### src/rtl/wbePkg.sv
package wbePkg;
  parameter int DW       = 8;
  parameter int CH_BITS  = 2;
  parameter int REG_BITS = 2;
  localparam int NCH  = 1 << CH_BITS;
  localparam int NREG = 1 << REG_BITS;

  typedef enum logic [3:0] {
    OP_LD_ALL   = 4'b0001,
    OP_STEP     = 4'b0010,
    OP_ST_ALL   = 4'b1000,
    OP_RD_WIPER = 4'b1001,
    OP_WR_WIPER = 4'b1010,
    OP_RD_DR    = 4'b1011,
    OP_WR_DR    = 4'b1100,
    OP_LD_ONE   = 4'b1101,
    OP_ST_ONE   = 4'b1110
  } opcode_e;

  typedef struct packed {
    logic                recall;
    logic                rdWiper;
    logic                rdDr;
    logic                wrWiper;
    logic                ldWiper;
    logic                ldAll;
    logic                stData;
    logic                stWiper;
    logic                stAll;
    logic                stepUp;
    logic                stepDn;
    logic [REG_BITS-1:0] regSel;
    logic [CH_BITS-1:0]  chSel;
  } strobe_t;
endpackage

### src/rtl/wbeControl.sv
module wbeControl
  import wbePkg::*;
#(
  parameter int BUSY_CYCLES = 500000
) (
  input  logic          clk,
  input  logic          rstN,
  input  logic          cmdValid,
  input  logic [7:0]    cmdByte,
  input  logic          dataValid,
  input  logic [DW-1:0] dataByte,
  input  logic          stopStrobe,
  input  logic          incStep,
  input  logic          incUp,
  input  logic          wpN,
  output strobe_t       strobe,
  output logic [DW-1:0] wrData,
  output logic          busy
);
  localparam int CW = $clog2(BUSY_CYCLES + 1);

  logic                active, haveData, recallPend, accept, startBusy;
  logic [3:0]          opQ;
  logic [REG_BITS-1:0] regQ;
  logic [CH_BITS-1:0]  chQ;
  logic [DW-1:0]       dataQ;
  logic [CW-1:0]       busyCnt;

  assign busy   = (busyCnt != '0);
  assign accept = !busy && !recallPend;

  always_comb begin
    strobe        = '0;
    strobe.recall = recallPend;
    strobe.regSel = cmdValid ? cmdByte[2+:REG_BITS] : regQ;
    strobe.chSel  = cmdValid ? cmdByte[0+:CH_BITS]  : chQ;
    wrData        = dataValid ? dataByte : dataQ;
    if (accept && cmdValid) begin
      case (cmdByte[7:4])
        OP_RD_WIPER: strobe.rdWiper = 1'b1;
        OP_RD_DR:    strobe.rdDr    = 1'b1;
        OP_LD_ONE:   strobe.ldWiper = 1'b1;
        OP_LD_ALL:   strobe.ldAll   = 1'b1;
        default: ;
      endcase
    end
    if (accept && active && dataValid && opQ == OP_WR_WIPER) strobe.wrWiper = 1'b1;
    if (accept && active && incStep && opQ == OP_STEP) begin
      strobe.stepUp = incUp;
      strobe.stepDn = !incUp;
    end
    if (accept && active && stopStrobe && wpN) begin
      case (opQ)
        OP_WR_DR:  strobe.stData  = haveData;
        OP_ST_ONE: strobe.stWiper = 1'b1;
        OP_ST_ALL: strobe.stAll   = 1'b1;
        default: ;
      endcase
    end
    startBusy = strobe.stData || strobe.stWiper || strobe.stAll;
  end

  always_ff @(posedge clk) begin
    if (!rstN) begin
      active     <= 1'b0;
      haveData   <= 1'b0;
      recallPend <= 1'b1;
      opQ        <= '0;
      regQ       <= '0;
      chQ        <= '0;
      dataQ      <= '0;
      busyCnt    <= '0;
    end else begin
      recallPend <= 1'b0;
      if (accept) begin
        if (cmdValid) begin
          active   <= 1'b1;
          haveData <= 1'b0;
          opQ      <= cmdByte[7:4];
          regQ     <= cmdByte[2+:REG_BITS];
          chQ      <= cmdByte[0+:CH_BITS];
        end else if (stopStrobe) begin
          active <= 1'b0;
        end else if (dataValid && active) begin
          haveData <= 1'b1;
          dataQ    <= dataByte;
        end
      end
      if (startBusy)          busyCnt <= CW'(BUSY_CYCLES);
      else if (busyCnt != '0) busyCnt <= busyCnt - 1'b1;
    end
  end


  busy_start_chk: assert property (@(posedge clk) disable iff (!rstN)
    $rose(busy) |-> $past(stopStrobe && wpN));

  wp_block_chk: assert property (@(posedge clk) disable iff (!rstN)
    (stopStrobe && !wpN && !busy) |=> !busy);

  busy_ignore_chk: assert property (@(posedge clk) disable iff (!rstN)
    busy |-> !(strobe.wrWiper || strobe.ldWiper || strobe.ldAll || strobe.rdWiper ||
               strobe.rdDr || strobe.stepUp || strobe.stepDn || strobe.stData));
endmodule

### src/rtl/wbeDatapath.sv
module wbeDatapath
  import wbePkg::*;
#(
  parameter logic [DW-1:0] INIT_BASE = 8'h40
) (
  input  logic              clk,
  input  logic              rstN,
  input  strobe_t           strobe,
  input  logic [DW-1:0]     wrData,
  output logic [DW-1:0]     rdData,
  output logic [NCH*DW-1:0] wiperPos
);
  localparam logic [DW-1:0] TOP = {DW{1'b1}};

  logic [DW-1:0] wiperQ [NCH];
  logic [DW-1:0] drQ    [NCH][NREG];

  for (genvar c = 0; c < NCH; c++) begin : g_ch
    logic selCh;
    assign selCh = (strobe.chSel == CH_BITS'(c));
    assign wiperPos[c*DW +: DW] = wiperQ[c];

    always_ff @(posedge clk) begin
      if (!rstN)               wiperQ[c] <= '0;
      else if (strobe.recall)  wiperQ[c] <= drQ[c][0];
      else if (strobe.ldAll)   wiperQ[c] <= drQ[c][strobe.regSel];
      else if (selCh) begin
        if (strobe.wrWiper)                          wiperQ[c] <= wrData;
        else if (strobe.ldWiper)                     wiperQ[c] <= drQ[c][strobe.regSel];
        else if (strobe.stepUp && wiperQ[c] != TOP)  wiperQ[c] <= wiperQ[c] + 1'b1;
        else if (strobe.stepDn && wiperQ[c] != '0)   wiperQ[c] <= wiperQ[c] - 1'b1;
      end
    end

    for (genvar r = 0; r < NREG; r++) begin : g_reg
      logic selReg;
      assign selReg = (strobe.regSel == REG_BITS'(r));
      always_ff @(posedge clk) begin
        if (!rstN)                            drQ[c][r] <= INIT_BASE + DW'(c * 8 + r);
        else if (selReg && strobe.stAll)      drQ[c][r] <= wiperQ[c];
        else if (selReg && selCh) begin
          if (strobe.stData)                  drQ[c][r] <= wrData;
          else if (strobe.stWiper)            drQ[c][r] <= wiperQ[c];
        end
      end
    end


    sat_hi_chk: assert property (@(posedge clk) disable iff (!rstN)
      (selCh && strobe.stepUp && wiperQ[c] == TOP) |=> wiperQ[c] == TOP);

    sat_lo_chk: assert property (@(posedge clk) disable iff (!rstN)
      (selCh && strobe.stepDn && wiperQ[c] == '0) |=> wiperQ[c] == '0);

    recall_chk: assert property (@(posedge clk) disable iff (!rstN)
      strobe.recall |=> wiperQ[c] == drQ[c][0]);
  end

  always_ff @(posedge clk) begin
    if (!rstN)              rdData <= '0;
    else if (strobe.rdWiper) rdData <= wiperQ[strobe.chSel];
    else if (strobe.rdDr)    rdData <= drQ[strobe.chSel][strobe.regSel];
  end
endmodule

### src/rtl/wiperBankExec.sv
module wiperBankExec
  import wbePkg::*;
#(
  parameter int            BUSY_CYCLES = 500000,
  parameter logic [DW-1:0] INIT_BASE   = 8'h40
) (
  input  logic              clk,
  input  logic              rstN,
  input  logic              cmdValid,
  input  logic [7:0]        cmdByte,
  input  logic              dataValid,
  input  logic [DW-1:0]     dataByte,
  input  logic              stopStrobe,
  input  logic              incStep,
  input  logic              incUp,
  input  logic              wpN,
  output logic [DW-1:0]     rdData,
  output logic              busy,
  output logic [NCH*DW-1:0] wiperPos
);
  strobe_t       strobe;
  logic [DW-1:0] wrData;

  wbeControl #(.BUSY_CYCLES(BUSY_CYCLES)) i_ctrl (
    .clk(clk), .rstN(rstN), .cmdValid(cmdValid), .cmdByte(cmdByte),
    .dataValid(dataValid), .dataByte(dataByte), .stopStrobe(stopStrobe),
    .incStep(incStep), .incUp(incUp), .wpN(wpN),
    .strobe(strobe), .wrData(wrData), .busy(busy)
  );

  wbeDatapath #(.INIT_BASE(INIT_BASE)) i_dp (
    .clk(clk), .rstN(rstN), .strobe(strobe), .wrData(wrData),
    .rdData(rdData), .wiperPos(wiperPos)
  );
endmodule

### config.mk
export PLATFORM = sky130hd
export DESIGN_NAME = wiperBankExec
export DESIGN_NICKNAME = d
export VERILOG_FILES = /design/src/rtl/wbePkg.sv /design/src/rtl/wbeControl.sv /design/src/rtl/wbeDatapath.sv /design/src/rtl/wiperBankExec.sv
export SDC_FILE = /design/constraint.sdc
export NUM_CORES = 1
export LEC_CHECK = 0
export ABC_CLOCK_PERIOD_IN_PS = 4500
export BUFFER_PORTS_ARGS = -buffer_cell sky130_fd_sc_hd__clkbuf_2
export CAP_MARGIN = 20
export CELL_PAD_IN_SITES_DETAIL_PLACEMENT = 1
export CELL_PAD_IN_SITES_GLOBAL_PLACEMENT = 1
export CORE_MARGIN = 2
export CORE_UTILIZATION = 35
export CTS_BUF_LIST = sky130_fd_sc_hd__clkbuf_4 sky130_fd_sc_hd__clkbuf_8
export CTS_CLUSTER_DIAMETER = 200
export DETAILED_ROUTE_END_ITERATION = 7
export GPL_TIMING_DRIVEN = 0
export HOLD_SLACK_MARGIN = 0.03
export PLACE_DENSITY_LB_ADDON = 0.1
export SYNTH_ARGS = -nofsm -noshare
export SYNTH_HDL_FRONTEND = slang
export SYNTH_SLANG_ARGS = --single-unit
### constraint.sdc
create_clock -name clk -period 4.5 [get_ports clk]
set_input_delay 0.45 -clock clk [delete_from_list [all_inputs] [get_ports clk]]
set_output_delay 0.45 -clock clk [all_outputs]
set_load 0.05 [all_outputs]
==> results of run 1 <==
==> final timing paths <==
kind	startpoint	endpoint	slack [ps]	depth (start not counted)
min	dataByte[3]	i_ctrl.dataQ[3]$_SDFFE_PN0P_	130	3
max	i_ctrl.regQ[0]$_SDFFE_PN0N_	i_dp.drQ[2][0]$_DFFE_PP_	210	7
max reg2reg	i_ctrl.regQ[0]$_SDFFE_PN0N_	i_dp.drQ[2][0]$_DFFE_PP_	210	7
min reg2reg	i_ctrl.busyCnt[11]$_SDFFE_PP0P_	i_ctrl.busyCnt[11]$_SDFFE_PP0P_	470	2
==> layout by cell type (no fill, tap or decap), types with 46 or more instances in the layout <==
cell type,n
a22oi_1,50
clkbuf_8,46
edfxtp_1,160
clkbuf_2,61
o21ai_0,56
nor2_1,119
o22ai_1,67
dfxtp_1,46
nand2_1,148
a21oi_1,61
clkbuf_1,84
==> stage by stage <==
stage | power [mW] | cell area [µm²] | hold WS (ps) | setup slack [ps]
2_1_floorplan | 3.44 | 12400 | 443 | 1140
3_3_place_gp | 4.03 | 13300 | 455 | -177
3_5_place_dp | 4.07 | 13400 | 464 | -153
4_1_cts | 6.10 | 14200 | 117 | 303
5_1_grt | 6.34 | 14200 | 131 | 41.0
6_report | 6.12 | 14200 | 125 | 213
==> per-layer routing <==
layer | part of all wire (%) | global-route usage, % | vias up
met5 | 0.026 | 0 | -
met4 | 3.8 | 12.3 | 2
met3 | 8.9 | 5.62 | 122
met2 | 44 | 47.1 | 649
met1 | 43 | 43.3 | 6035
li1 | - | - | 5084
==> critical path, stage by stage, from the launching register on <==
cell	delay, ps
dfxtp_1	350
mux2_2	270
clkbuf_1	770
clkbuf_1	730
nand2_1	500
nor2_1	500
clkbuf_1	630
a22oi_1	210
==> synth_stat cells, drive strengths merged (13+ instances only) <==
master / n
o22ai: 67
nor3: 26
clkbuf: 84
a22oi: 50
mux2i: 33
nand3: 34
a211oi: 24
o21ai: 65
nand2: 149
inv: 28
o32ai: 17
ha: 14
mux4: 41
edfxtp: 160
a21oi: 61
xnor2: 13
nor2: 119
dfxtp: 46
o221ai: 15
==> layout make-up <==
| cell class | instances | area [µm²] | area share, % |
|---|---|---|---|
| repair buffers | 76 | 404 | 2.84 |
| clock inverters | 11 | 100 | 0.703 |
| inverters | 29 | 109 | 0.764 |
| plain buffers | 95 | 369 | 2.59 |
| multi-input cells | 910 | 6230 | 43.7 |
| well taps | 455 | 569 | 4.00 |
| flip-flops and latches | 206 | 5730 | 40.2 |
| clock buffers | 60 | 738 | 5.18 |
==> state kept, by name, indices dropped and copies added, names as in the netlist <==
signal / cells
i_ctrl.haveData: 1
i_ctrl.dataQ: 8
i_ctrl.opQ: 4
i_ctrl.regQ: 2
i_dp.drQ: 128
i_dp.rdData: 8
i_ctrl.busyCnt: 19
i_ctrl.active: 1
i_ctrl.chQ: 2
i_ctrl.recallPend: 1
i_dp.wiperQ: 32
==> where the power goes <==
group          internal [mW]  total [mW]  switching, mW
clock                   1.12        2.04          0.927
sequential              2.18        2.33          0.153
combinational          0.532        1.75           1.22
==> cell families after synthesis <==
family | synth area share, %
XOR/XNOR | 1.34
buffers and inverters | 3.85
AO/OA/AOI/OAI | 20.2
adder cells (fa/ha/maj) | 1.41
AND/OR/NAND/NOR | 16.5
multiplexers | 10.5
flip-flops | 46.1
==> flow_metrics.tcl, run 1 <==
set metrics [dict create \
    finalNonFillerCells 1842 \
    clk_latency_ps 620 \
    grt_usage_pct 30.9 \
    fmax_mhz 233 \
    synth_fp_nets 1278 \
    synth_warnings 0 \
    p_leak_nw 4.70 \
    vias 11892 \
    syn-cell-area_um2 12400 \
    yosysTopAreaCellShare_pct 38.7 \
    areaGrowthSynthToFinish_pct 14.7 \
    core_area_um2 34700 \
    wl_mm 56.8 \
    viasPerCell 6.46 \
    maxSlewViolCount 0 \
    firstDrtPassIters 5 \
    required_ps 4780 \
    cts_resized 0 \
    die_area_um2 37000 \
    max_cap_violations 0 \
    num_io_pins 65 \
    crit_arrival_ps 4570 \
    floorplan.initialDensity_pct 35.8 \
    path_max_fanout 10 \
    drt-initial-drc-count 1286 \
    tns_ps 0 \
    syn_area_per_cell_um2 10.0 \
    start_kind "flip-flop" \
    drive_gt1_share_pct 15.9 \
    cts_max_path_buffers 3 \
    wire_per_inst_um 30.9 \
    root_buffer "clkbuf_8" \
    grt-ovfl-total 0 \
    insertedDiodeCount 0 \
    ys_seq_area_share_pct 46.1 \
    run_status "completed" \
    cts_tree "yes" \
    place_inst 1769 \
    cts-htree-levels 2 \
    synth_edf_count 160 \
    utilization_pct 41.0 \
    cts.sinks 206 \
    post-dp-hpwl_mm 42.1 \
    cts_buffers 41 \
    portBuffers 61 \
    setup-violations-final 0 \
    worstHoldPathType "in -> reg" \
    ys_top_cells_by_area "edfxtp_1, mux4_2, dfxtp_1" \
    async_flop_share_pct 0 \
    rsz0062_at_grt "no" \
    power_density_nw_per_um2 430 \
    grt_pass1_vias 11570 \
    cts_hold_buf 0 \
    dieWidth_um 192 \
    vdd_ir_drop_max_mv 0.200 \
    fin_nets 1397 \
    clk_pin_slew_ps 60 \
    critical_path_class "reg -> reg" \
    finalCritPeriodShare_pct 95.3 \
    place_congestion 0.924 \
    max_slew_margin_pct 16.7 \
    grt_antenna_before_repair 1 \
    grt_pass1_wl_mm 81.8 \
    clock_skew_ps 56.9 \
    die_h_um 192 \
    ys_ff_latch 206 \
    fillCellCount 3975 \
    finalHoldViolations 0 \
    syn_inst 1240 \
    drc_errors 0 \
    tightestPinTransition_ps 1250 \
    fp-row-count 68 \
    cts_setup_buffers 0 \
    synth_top_cell_by_area "edfxtp_1" \
    synth-main-ff-cell "edfxtp_1" \
    ys_types 75 \
    worstSetupEndpointType "flip-flop" \
    grt_max_degree 13 \
    period_needed_ps 4290 \
    ant_nets 0 \
]
Note: power is estimated with default switching activity, not from simulation.
==> run 2: changes to the inputs <==
--- a/config.mk
+++ b/config.mk
@@ -5,6 +5,7 @@
 export SDC_FILE = /design/constraint.sdc
 export NUM_CORES = 1
 export LEC_CHECK = 0
+export ABC_AREA = 1
 export ABC_CLOCK_PERIOD_IN_PS = 4500
 export BUFFER_PORTS_ARGS = -buffer_cell sky130_fd_sc_hd__clkbuf_2
 export CAP_MARGIN = 20
@@ -13,7 +14,7 @@
 export CORE_MARGIN = 2
 export CORE_UTILIZATION = 35
 export CTS_BUF_LIST = sky130_fd_sc_hd__clkbuf_4 sky130_fd_sc_hd__clkbuf_8
-export CTS_CLUSTER_DIAMETER = 200
+export CTS_CLUSTER_DIAMETER = 50
 export DETAILED_ROUTE_END_ITERATION = 7
 export GPL_TIMING_DRIVEN = 0
 export HOLD_SLACK_MARGIN = 0.03
==> run 2 against run 1 <==
Global-route usage grew 0.81 points. Combinational power shrank 8%. Sequential power shrank 2%. Critical path type unchanged. Area after synthesis grew 9.3%. Register-to-register slack gained 270 ps. Utilization shrank 0.95 points. Clock power grew 2%. Sequential share of layout area shrank 3.1 points.
==> flow_metrics.tcl, run 2 <==
set metrics [dict create \
    fillCellCount 4865 \
    rsz0062_at_grt "no" \
    crit_chain "nand2_1, nand2_1, inv_1, nand2_1, inv_2, clkbuf_1, a21oi_1, o211ai_1" \
    layout_commonest_cell "nand2_1" \
    synth-main-ff-cell "edfxtp_1" \
    floorplan.initialDensity_pct 35.3 \
    num_io_pins 65 \
    cts_tree "yes" \
    required_ps 4690 \
    grt_usage_pct 31.7 \
    clk_latency_ps 650 \
    crit_arrival_ps 4210 \
    wl_mm 64.5 \
    ys_seq_area_share_pct 42.2 \
    ys_types 48 \
    viasPerCell 5.66 \
    synth_top_cell_by_area "edfxtp_1" \
    cts_buffers 45 \
    power_density_nw_per_um2 388 \
    reg2regPathDepth 8 \
    cts_max_path_buffers 3 \
    async_flop_share_pct 0 \
    drive_gt1_share_pct 12.0 \
    critPathLaunch "i_ctrl.regQ[1]$_SDFFE_PN0N_" \
    cts-htree-levels 2 \
    largest_register_ffs 128 \
    grt_antenna_before_repair 0 \
    root_buffer "clkbuf_8" \
    grt-ovfl-total 0 \
    cts_hold_buf 0 \
    cpMaxStageDelayCell "a21oi_1" \
    period_needed_ps 4010 \
    die_h_um 201 \
    portBuffers 64 \
    place_congestion 1.01 \
    hold_ws_ps 127 \
    reg2reg_from "i_ctrl.regQ[1]$_SDFFE_PN0N_" \
    clock_skew_ps 25.3 \
    ys_ff_latch 206 \
    top_regs "i_dp.drQ x128, i_dp.wiperQ x32, i_ctrl.busyCnt x19" \
    synth_most_common_cell "nand2_1" \
    core_area_um2 38500 \
    fmax_mhz 249 \
    endpoint "i_dp.drQ[0][31]$_DFFE_PP_" \
    cp_top_family "compound AO/OA/AOI/OAI gates" \
    run_status "completed" \
    areaGrowthSynthToFinish_pct 13.6 \
    cpMostUsedCell "nand2_1" \
    wire_per_inst_um 26.0 \
    synth_edf_count 160 \
    crit_cells 8 \
    worstHoldPathType "in -> reg" \
    cts_resized 0 \
    yosysTopAreaCellShare_pct 35.4 \
    dieWidth_um 201 \
    drc_errors 0 \
    tightestPinTransition_ps 1110 \
    max_cap_violations 0 \
    cpPeakStageDelay_ps 910 \
    syn-cell-area_um2 13600 \
    finalCritPeriodShare_pct 89.2 \
    firstDrtPassIters 5 \
    fp-row-count 72 \
    synth_warnings 0 \
    timing.rr.end "i_dp.drQ[0][31]$_DFFE_PP_" \
    fin_nets 1968 \
    maxSlewViolCount 0 \
    grt_max_degree 13 \
    utilization_pct 40.1 \
    tns_ps 0 \
    vdd_ir_drop_max_mv 0.227 \
    power_mw 5.98 \
    regMostFlops "i_dp.drQ" \
    cts.sinks 206 \
    die_area_um2 40400 \
    worst-path-buf-inv 3 \
    finalHoldViolations 0 \
    ant_nets 0 \
    worstSetupEndpointType "flip-flop" \
    syn_area_per_cell_um2 7.47 \
    grt_pass1_wl_mm 94.2 \
    critical_path_class "reg -> reg" \
    r2r_slack_ps 490 \
    syn_inst 1818 \
    vias 14050 \
    max_slew_margin_pct 26.0 \
    ys_top_cells_by_area "edfxtp_1, nand2_1, dfxtp_1" \
    grt_pass1_vias 14070 \
    synth_fp_nets 1856 \
    drt-initial-drc-count 1318 \
    setup-violations-final 0 \
    cts_setup_buffers 0 \
    post-dp-hpwl_mm 48.2 \
    clk_pin_slew_ps 50 \
    start_kind "flip-flop" \
    p_leak_nw 6.49 \
    path_max_fanout 10 \
    netlist_top_cells_count "nand2_1, nor2_1, edfxtp_1" \
    mostFrequentLayoutCells "nand2_1, nor2_1, edfxtp_1" \
]
==> run 2: how the worst min path moves through the flow <==
stage | from | endpoint | slack, ps | cells after the start
6_report | cmdByte[4] | i_ctrl.opQ[0]$_SDFFE_PN0P_ | 130 | 3
5_1_grt | cmdByte[4] | i_ctrl.opQ[0]$_SDFFE_PN0P_ | 140 | 3
4_1_cts | cmdByte[4] | i_ctrl.opQ[0]$_SDFFE_PN0P_ | 90 | 3
3_5_place_dp | i_dp.rdData[5]$_SDFFE_PN0P_ | i_dp.rdData[5]$_SDFFE_PN0P_ | 460 | 2
3_3_place_gp | i_ctrl.busyCnt[0]$_SDFFE_PP0P_ | i_ctrl.busyCnt[0]$_SDFFE_PP0P_ | 450 | 2
2_1_floorplan | i_ctrl.busyCnt[0]$_SDFFE_PP0P_ | i_ctrl.busyCnt[0]$_SDFFE_PP0P_ | 440 | 2
==> run 2: per-layer routing <==
| layer | global-route usage, % | routed length [µm] | vias to the layer above |
|---|---|---|---|
| li1 | - | - | 6351 |
| met1 | 41.5 | 27100 | 6942 |
| met5 | 0 | 0 | - |
| met2 | 51.0 | 29700 | 602 |
| met3 | 5.15 | 4720 | 155 |
| met4 | 15.4 | 3020 | 0 |
==> run 2: cells by family (layout without fill, tap and decap cells) <==
logic type	after synthesis	after routing	share of synthesized area [%]
fa+ha+maj	14	14	1.29
simple gates	1036	1036	32.6
buf+inv	225	369	6.64
flops	206	206	42.2
compound gates	282	282	13.8
xor+xnor	55	55	3.55
other cells	0	1	0
==> run 2: area by class of cell <==
class	count	area (µm²)	area share [%]
inverters	157	589	3.82
diodes	1	2.50	0.0162
repair buffers	65	328	2.13
flip-flops and latches	206	5730	37.1
clock inverters	19	126	0.820
well taps	518	648	4.20
clock buffers	60	738	4.79
multi-input cells	1387	6950	45.1
plain buffers	68	312	2.02
==> run 2: metrics by stage <==
| stage | setup WS (ps) | cell area (µm²) | cells |
|---|---|---|---|
| after floorplan | 1690 | 13600 | 1818 |
| after global placement | 173 | 14500 | 2400 |
| after detailed placement | 210 | 14500 | 2400 |
| after CTS | 678 | 15400 | 2479 |
| after global routing | 391 | 15400 | 2480 |
| final | 488 | 15400 | 2481 |
==> run 2: where the power goes <==
group | leakage, nW | switching (mW) | internal (mW)
combinational | 4.17 | 1.21 | 0.402
clock | 0.453 | 0.961 | 1.13
sequential | 1.87 | 0.110 | 2.17
==> run 2: worst min-delay path, cell delays in order <==
cell and delay [ps]:
clkbuf_2 130, nand2_1 80, a21oi_1 50
